**src/rtl/dwm_pkg.sv**
```systemverilog
// Shared definitions for the detection-window peak classifier.
// Assumes nothing beyond IEEE 1800-2017 packages.
package dwm_pkg;

    // Event state: idle between events, open while an event is tracked.
    typedef enum logic {
        WIN_IDLE = 1'b0,
        WIN_OPEN = 1'b1
    } win_state_e;

    // Index width for a lane count, never below one bit.
    function automatic int idx_width(input int lanes);
        return (lanes > 1) ? $clog2(lanes) : 1;
    endfunction

endpackage

```
**src/rtl/dwm_peak_scan.sv**
```systemverilog
// Combinational scan over one strobe of packed signed scores.
// Finds the largest score and its lane; on equal scores the lowest lane wins.
// Also flags whether any lane is strictly positive.
// Assumes lane i occupies bits [i*LANE_W +: LANE_W], two's complement.
module dwm_peak_scan #(
    parameter int NUM_LANES = 8,
    parameter int LANE_W    = 13,
    parameter int IDX_W     = 3
) (
    input  logic [NUM_LANES*LANE_W-1:0] lanes_flat,
    output logic signed [LANE_W-1:0]    peak_val,
    output logic [IDX_W-1:0]            peak_idx,
    output logic                        any_pos
);

    logic signed [LANE_W-1:0] lane_val [NUM_LANES];
    logic [NUM_LANES-1:0]     lane_pos;

    // Unpack each lane and flag it when strictly positive.
    for (genvar g = 0; g < NUM_LANES; g++) begin : g_lane
        assign lane_val[g] = $signed(lanes_flat[g*LANE_W +: LANE_W]);
        assign lane_pos[g] = !lane_val[g][LANE_W-1] && (lane_val[g] != '0);
    end

    assign any_pos = |lane_pos;

    // Linear argmax; a strict compare keeps the lower lane on equal values.
    always_comb begin
        peak_val = lane_val[0];
        peak_idx = '0;
        for (int i = 1; i < NUM_LANES; i++) begin
            if (lane_val[i] > peak_val) begin
                peak_val = lane_val[i];
                peak_idx = IDX_W'(i);
            end
        end
    end

endmodule

```
**src/rtl/dwm_window_ctrl.sv**
```systemverilog
// Event window controller.
// Opens on a strobe with a positive score and counts the samples in the event.
// Closes on the first strobe that is at least min_len samples into the event
// and has no positive score. The sample counter saturates, so very long events
// stay closable. Cycles without a strobe leave the state unchanged.
module dwm_window_ctrl
    import dwm_pkg::*;
#(
    parameter int LEN_W = 8
) (
    input  logic             clk,
    input  logic             rst_n,
    input  logic             strobe,
    input  logic             any_pos,
    input  logic [LEN_W-1:0] min_len,
    output logic             open_now,
    output logic             close_now,
    output logic             in_win
);

    win_state_e       state_q;
    logic [LEN_W-1:0] cnt_q;
    logic [LEN_W:0]   cnt_inc;

    // Sample number of the current strobe if it belongs to the open event.
    assign cnt_inc   = {1'b0, cnt_q} + (LEN_W+1)'(1);
    assign in_win    = (state_q == WIN_OPEN);
    assign open_now  = strobe && !in_win && any_pos;
    assign close_now = strobe && in_win && !any_pos
                       && (cnt_inc >= {1'b0, min_len});

    // State and sample counter update on strobes only.
    always_ff @(posedge clk) begin
        if (!rst_n) begin
            state_q <= WIN_IDLE;
            cnt_q   <= '0;
        end else if (open_now) begin
            state_q <= WIN_OPEN;
            cnt_q   <= LEN_W'(1);
        end else if (close_now) begin
            state_q <= WIN_IDLE;
            cnt_q   <= '0;
        end else if (strobe && in_win && (cnt_q != '1)) begin
            cnt_q   <= cnt_q + LEN_W'(1);
        end
    end

endmodule

```
**src/rtl/dwm_best_track.sv**
```systemverilog
// Running-maximum register for one event.
// Loads on the opening strobe. Later strobes replace the stored value only
// when strictly larger, so the earliest holder of a maximum is kept.
module dwm_best_track #(
    parameter int VAL_W = 13,
    parameter int IDX_W = 3
) (
    input  logic                    clk,
    input  logic                    rst_n,
    input  logic                    load,
    input  logic                    upd_en,
    input  logic signed [VAL_W-1:0] cand_val,
    input  logic [IDX_W-1:0]        cand_idx,
    output logic signed [VAL_W-1:0] best_val,
    output logic [IDX_W-1:0]        best_idx
);

    // Capture the first candidate, then keep only strict improvements.
    always_ff @(posedge clk) begin
        if (!rst_n) begin
            best_val <= '0;
            best_idx <= '0;
        end else if (load || (upd_en && (cand_val > best_val))) begin
            best_val <= cand_val;
            best_idx <= cand_idx;
        end
    end

endmodule

```
**src/rtl/dwm_classifier.sv**
```systemverilog
// Detection-window peak classifier, top level.
// Scans the score vector on each strobe, runs the event window, tracks the
// peak and registers a one-cycle report when the event closes.
// Assumes scores are two's complement, packed lane by lane.
module dwm_classifier #(
    parameter  int NUM_NEURONS = 8,
    parameter  int DISC_W      = 13,
    parameter  int LEN_W       = 8,
    localparam int ID_W        = dwm_pkg::idx_width(NUM_NEURONS)
) (
    input  logic                          clk,
    input  logic                          rst_n,
    input  logic                          sample_vld,
    input  logic [NUM_NEURONS*DISC_W-1:0] disc_vec,
    input  logic [LEN_W-1:0]              min_len,
    output logic                          rpt_vld,
    output logic [ID_W-1:0]               rpt_id,
    output logic signed [DISC_W-1:0]      rpt_peak
);

    logic signed [DISC_W-1:0] scan_val;
    logic [ID_W-1:0]          scan_idx;
    logic                     scan_pos;
    logic                     open_now;
    logic                     close_now;
    logic                     in_win;
    logic signed [DISC_W-1:0] best_val;
    logic [ID_W-1:0]          best_idx;

    dwm_peak_scan #(
        .NUM_LANES (NUM_NEURONS),
        .LANE_W    (DISC_W),
        .IDX_W     (ID_W)
    ) u_scan (
        .lanes_flat (disc_vec),
        .peak_val   (scan_val),
        .peak_idx   (scan_idx),
        .any_pos    (scan_pos)
    );

    dwm_window_ctrl #(
        .LEN_W (LEN_W)
    ) u_win (
        .clk       (clk),
        .rst_n     (rst_n),
        .strobe    (sample_vld),
        .any_pos   (scan_pos),
        .min_len   (min_len),
        .open_now  (open_now),
        .close_now (close_now),
        .in_win    (in_win)
    );

    dwm_best_track #(
        .VAL_W (DISC_W),
        .IDX_W (ID_W)
    ) u_best (
        .clk      (clk),
        .rst_n    (rst_n),
        .load     (open_now),
        .upd_en   (sample_vld && in_win),
        .cand_val (scan_val),
        .cand_idx (scan_idx),
        .best_val (best_val),
        .best_idx (best_idx)
    );

    // Report register: pulse for one cycle with the event winner on close.
    always_ff @(posedge clk) begin
        if (!rst_n) begin
            rpt_vld  <= 1'b0;
            rpt_id   <= '0;
            rpt_peak <= '0;
        end else begin
            rpt_vld <= close_now;
            if (close_now) begin
                rpt_id   <= best_idx;
                rpt_peak <= best_val;
            end
        end
    end

endmodule

```
**config.mk**
```make
export PLATFORM = sky130hd
export DESIGN_NAME = dwm_classifier
export DESIGN_NICKNAME = d
export VERILOG_FILES = /design/src/rtl/dwm_pkg.sv /design/src/rtl/dwm_peak_scan.sv /design/src/rtl/dwm_window_ctrl.sv /design/src/rtl/dwm_best_track.sv /design/src/rtl/dwm_classifier.sv
export SDC_FILE = /design/constraint.sdc
export NUM_CORES = 1
export LEC_CHECK = 0
export ABC_AREA = 1
export ABC_CLOCK_PERIOD_IN_PS = 17640
export BUFFER_PORTS_ARGS = -buffer_cell sky130_fd_sc_hd__buf_4
export CAP_MARGIN = 20
export CORE_UTILIZATION = 44
export CTS_BUF_LIST = sky130_fd_sc_hd__clkbuf_4 sky130_fd_sc_hd__clkbuf_8
export CTS_CLUSTER_DIAMETER = 30
export DETAILED_ROUTE_END_ITERATION = 7
export PLACE_DENSITY = 0.66
export SYNTH_ARGS = -nofsm -noshare
export SYNTH_HDL_FRONTEND = slang
export SYNTH_SLANG_ARGS = --single-unit
```
**constraint.sdc**
```tcl
create_clock -name clk -period 17.64 [get_ports clk]
set_input_delay 1.764 -clock clk [delete_from_list [all_inputs] [get_ports clk]]
set_output_delay 1.764 -clock clk [all_outputs]
set_load 0.02 [all_outputs]
```
==> impl_metrics.ini <==
[synthesis]
seq_area_frac_synth_pct = 13.0
synth_edf_count = 0
netlist_area_sq_mm = 0.00646
synth_nets = 1286
synthFlopType = dfxtp_1
avgSynthCellArea_sq_um = 5.97
synth.area.top_cells = nand2_1 (18%), ha_1 (17%), dfxtp_1 (13%)
synthCells = 1083
synth_top_cell_by_area = nand2_1
async_flop_share_pct = 0
yosysTopAreaCellShare_pct = 18.4
ys_types = 43
yosysWarnings = 0
ys_seq_elements = 42

[clocking]
clk-insertion-delay-late_ps = 300
cts.path.max_buffers = 2
htree_levels = 2
hold_buffers = 0
cts_buffers = 5
cts_sinks = 42
clockRootBuffer = clkbuf_8
cts_tree = done
cts.clk_slew.worst_paths_ps = 80

[global_route]
grt_max_degree = 30
grt_pass1_vias = 6509
grt_pass1_wl_mm = 30.4
grt_util_all_layers_pct = 25.0
antenna_found_initial = 0
grt.busiest_layer = met2
grt-ovfl-total = 0
grt_use_met1_pct = 34.3
met3_usage_pct = 1.85
grt_use_met2_pct = 42.1

[critical_path]
cp_slowest_cell = nor3_1
r2r-start = u_win.cnt_q[0]$_SDFFE_PN0P_
rrSetupSlack_ps = 14480
crit_top_cell = nand2_1
cp.arrival_ps = 16180
critPathLaunch = disc_vec[12]
crit_path_max_incr_delay_ps = 410
worstRegToRegCells = 15
r2r-end = rpt_peak[3]$_SDFFE_PN0P_
required_ps = 17840
cp-start-kind = input pin
crit_fanout = 29
cp-end-kind = register
worstSetupPathType = in2reg

[cells_and_area]
nets = 1407
area_growth_pct = 18.4
diodes = 0
drive_gt1_share_pct = 14.6

[drt]
final_antenna_net_count = 0
route.detailed.drc = 0
wire_per_inst_um = 13.6
via_count = 7250
viasPerCell = 5.23
drtPass1Iterations = 5
drt_iter0_markers = 403
routed_wl_mm = 18.8

[floorplan]
die_y_um = 123
rows = 43
die_x_um = 123
fp.dieArea_sq_mm = 0.0152
floorplan.initialDensity_pct = 45.8
core_sq_mm = 0.0141
ioPinCount = 132

[place]
dp_hpwl_mm = 16.3
numPortBuffers = 131
gp_congestion = 0.910

[timing]
setup_viol = 0
drv_slew = 0
timing.final.crit_share_pct = 90.6
worst_pin_slew_ps = 571
hold_viol = 0
slew_headroom_pct = 61.8
worst_hold_slack_ps = 462
setup-tns-final_ps = 0
max_freq_mhz = 62.6
fin_skew_ps = 8.92
finalCriticalPeriod_ps = 15980

[min_path]
min_path_type = reg2reg
hold_end = rpt_peak[10]$_SDFFE_PN0P_
whs_path_depth = 2
min_from = rpt_peak[10]$_SDFFE_PN0P_

[run]
maxCapViolations = 0

[status]
status = complete, no violations
critical path, delay by kind of cell:
kind,cells,cell delay [ps]
compound gates,18,2870
xor+xnor,1,160
buf+inv,13,1000
simple gates,54,7670
fa+ha+maj,8,2610
layout by cell type (no fill, tap or decap), types with 2 or more instances in the layout:
cell type and n:
a21o_1 2, buf_4 136, nand3_2 6, and2_1 2, nand3_1 99, nor4_1 31, o21ai_1 2, nand2_4 5
nor2_1 58, clkbuf_8 5, dfxtp_1 42, o2111ai_1 3, o21bai_1 13, o21ai_2 2, nor2_2 3, nor3_1 9
nand2_2 7, a22o_1 4, o21ai_0 76, a31oi_1 10, inv_1 188, nand4_1 33, nor3b_2 2, ha_1 88
nand3_4 4, o31ai_1 2, nand2_1 316, a21oi_1 32, nand3b_1 5, xor2_1 8
state kept, by name, summed over array words and instances, names as in the netlist:
name             count
rpt_id               3
rpt_peak            13
rpt_vld              1
u_best.best_idx      3
u_best.best_val     13
u_win.cnt_q          8
u_win.in_win         1
worst max path at each step:
stage	end	slack [ps]	depth (start not counted)
3_3_place_gp	u_best.best_idx[2]$_SDFFE_PN0P_	1480	90
3_5_place_dp	u_best.best_idx[2]$_SDFFE_PN0P_	1080	97
4_1_cts	u_best.best_val[10]$_SDFFE_PN0P_	1290	99
2_1_floorplan	u_best.best_val[0]$_SDFFE_PN0P_	2990	112
6_report	u_best.best_val[10]$_SDFFE_PN0P_	1660	94
5_1_grt	u_best.best_val[2]$_SDFFE_PN0P_	-5	100
stage by stage:
step | instances | util (%) | instance area, sq um | worst slack [ps]
6_report | 1385 | 54.3 | 7650 | 1660
5_1_grt | 1385 | 54.3 | 7650 | -4.73
4_1_cts | 1381 | 54.0 | 7620 | 1290
3_5_place_dp | 1373 | 53.2 | 7510 | 1080
3_3_place_gp | 1373 | 53.2 | 7510 | 1480
2_1_floorplan | 1083 | - | 6460 | 2990
metal layers:
metal | share of wire [%] | wire length (um)
met3 | 4.8 | 904
met1 | 48 | 9090
met4 | 2.1 | 394
met5 | 0 | 0
met2 | 45 | 8420
what timing repair did:
action                     CTS  global route
gates resized for setup      0             1
setup buffers                0             4
setup endpoints to repair    0            16
synthesized netlist by cell type, drive strengths merged (6+ instances only):
cell type    n
o21bai      13
a21oi       33
nand4       33
nor4        31
inv        188
nand3      109
dfxtp       42
nand3b       6
nor2        61
o21ai       80
nor3        10
ha          88
buf         16
a31oi       10
xor2         8
nand2      328
cell families after synthesis:
kind of cell / Yosys count / share of synthesized area (%)
XOR/XNOR: 8 / 1.08
adder cells (fa/ha/maj): 88 / 17.0
AND/OR/NAND/NOR: 584 / 42.0
AO/OA/AOI/OAI: 151 / 13.3
flip-flops: 42 / 13.0
buffers and inverters: 210 / 13.6
layout make-up:
class	instances	area [sq um]
well taps	180	225
clock inverters	3	43.8
clock buffers	5	68.8
inverters	188	706
fillers	1518	6440
flip-flops and latches	42	841
repair buffers	136	1020
multi-input cells	831	4750
Power is left out: the tool's default activity adds up to more than one toggle a clock period on the data nets, which glitch-free logic cannot reach.
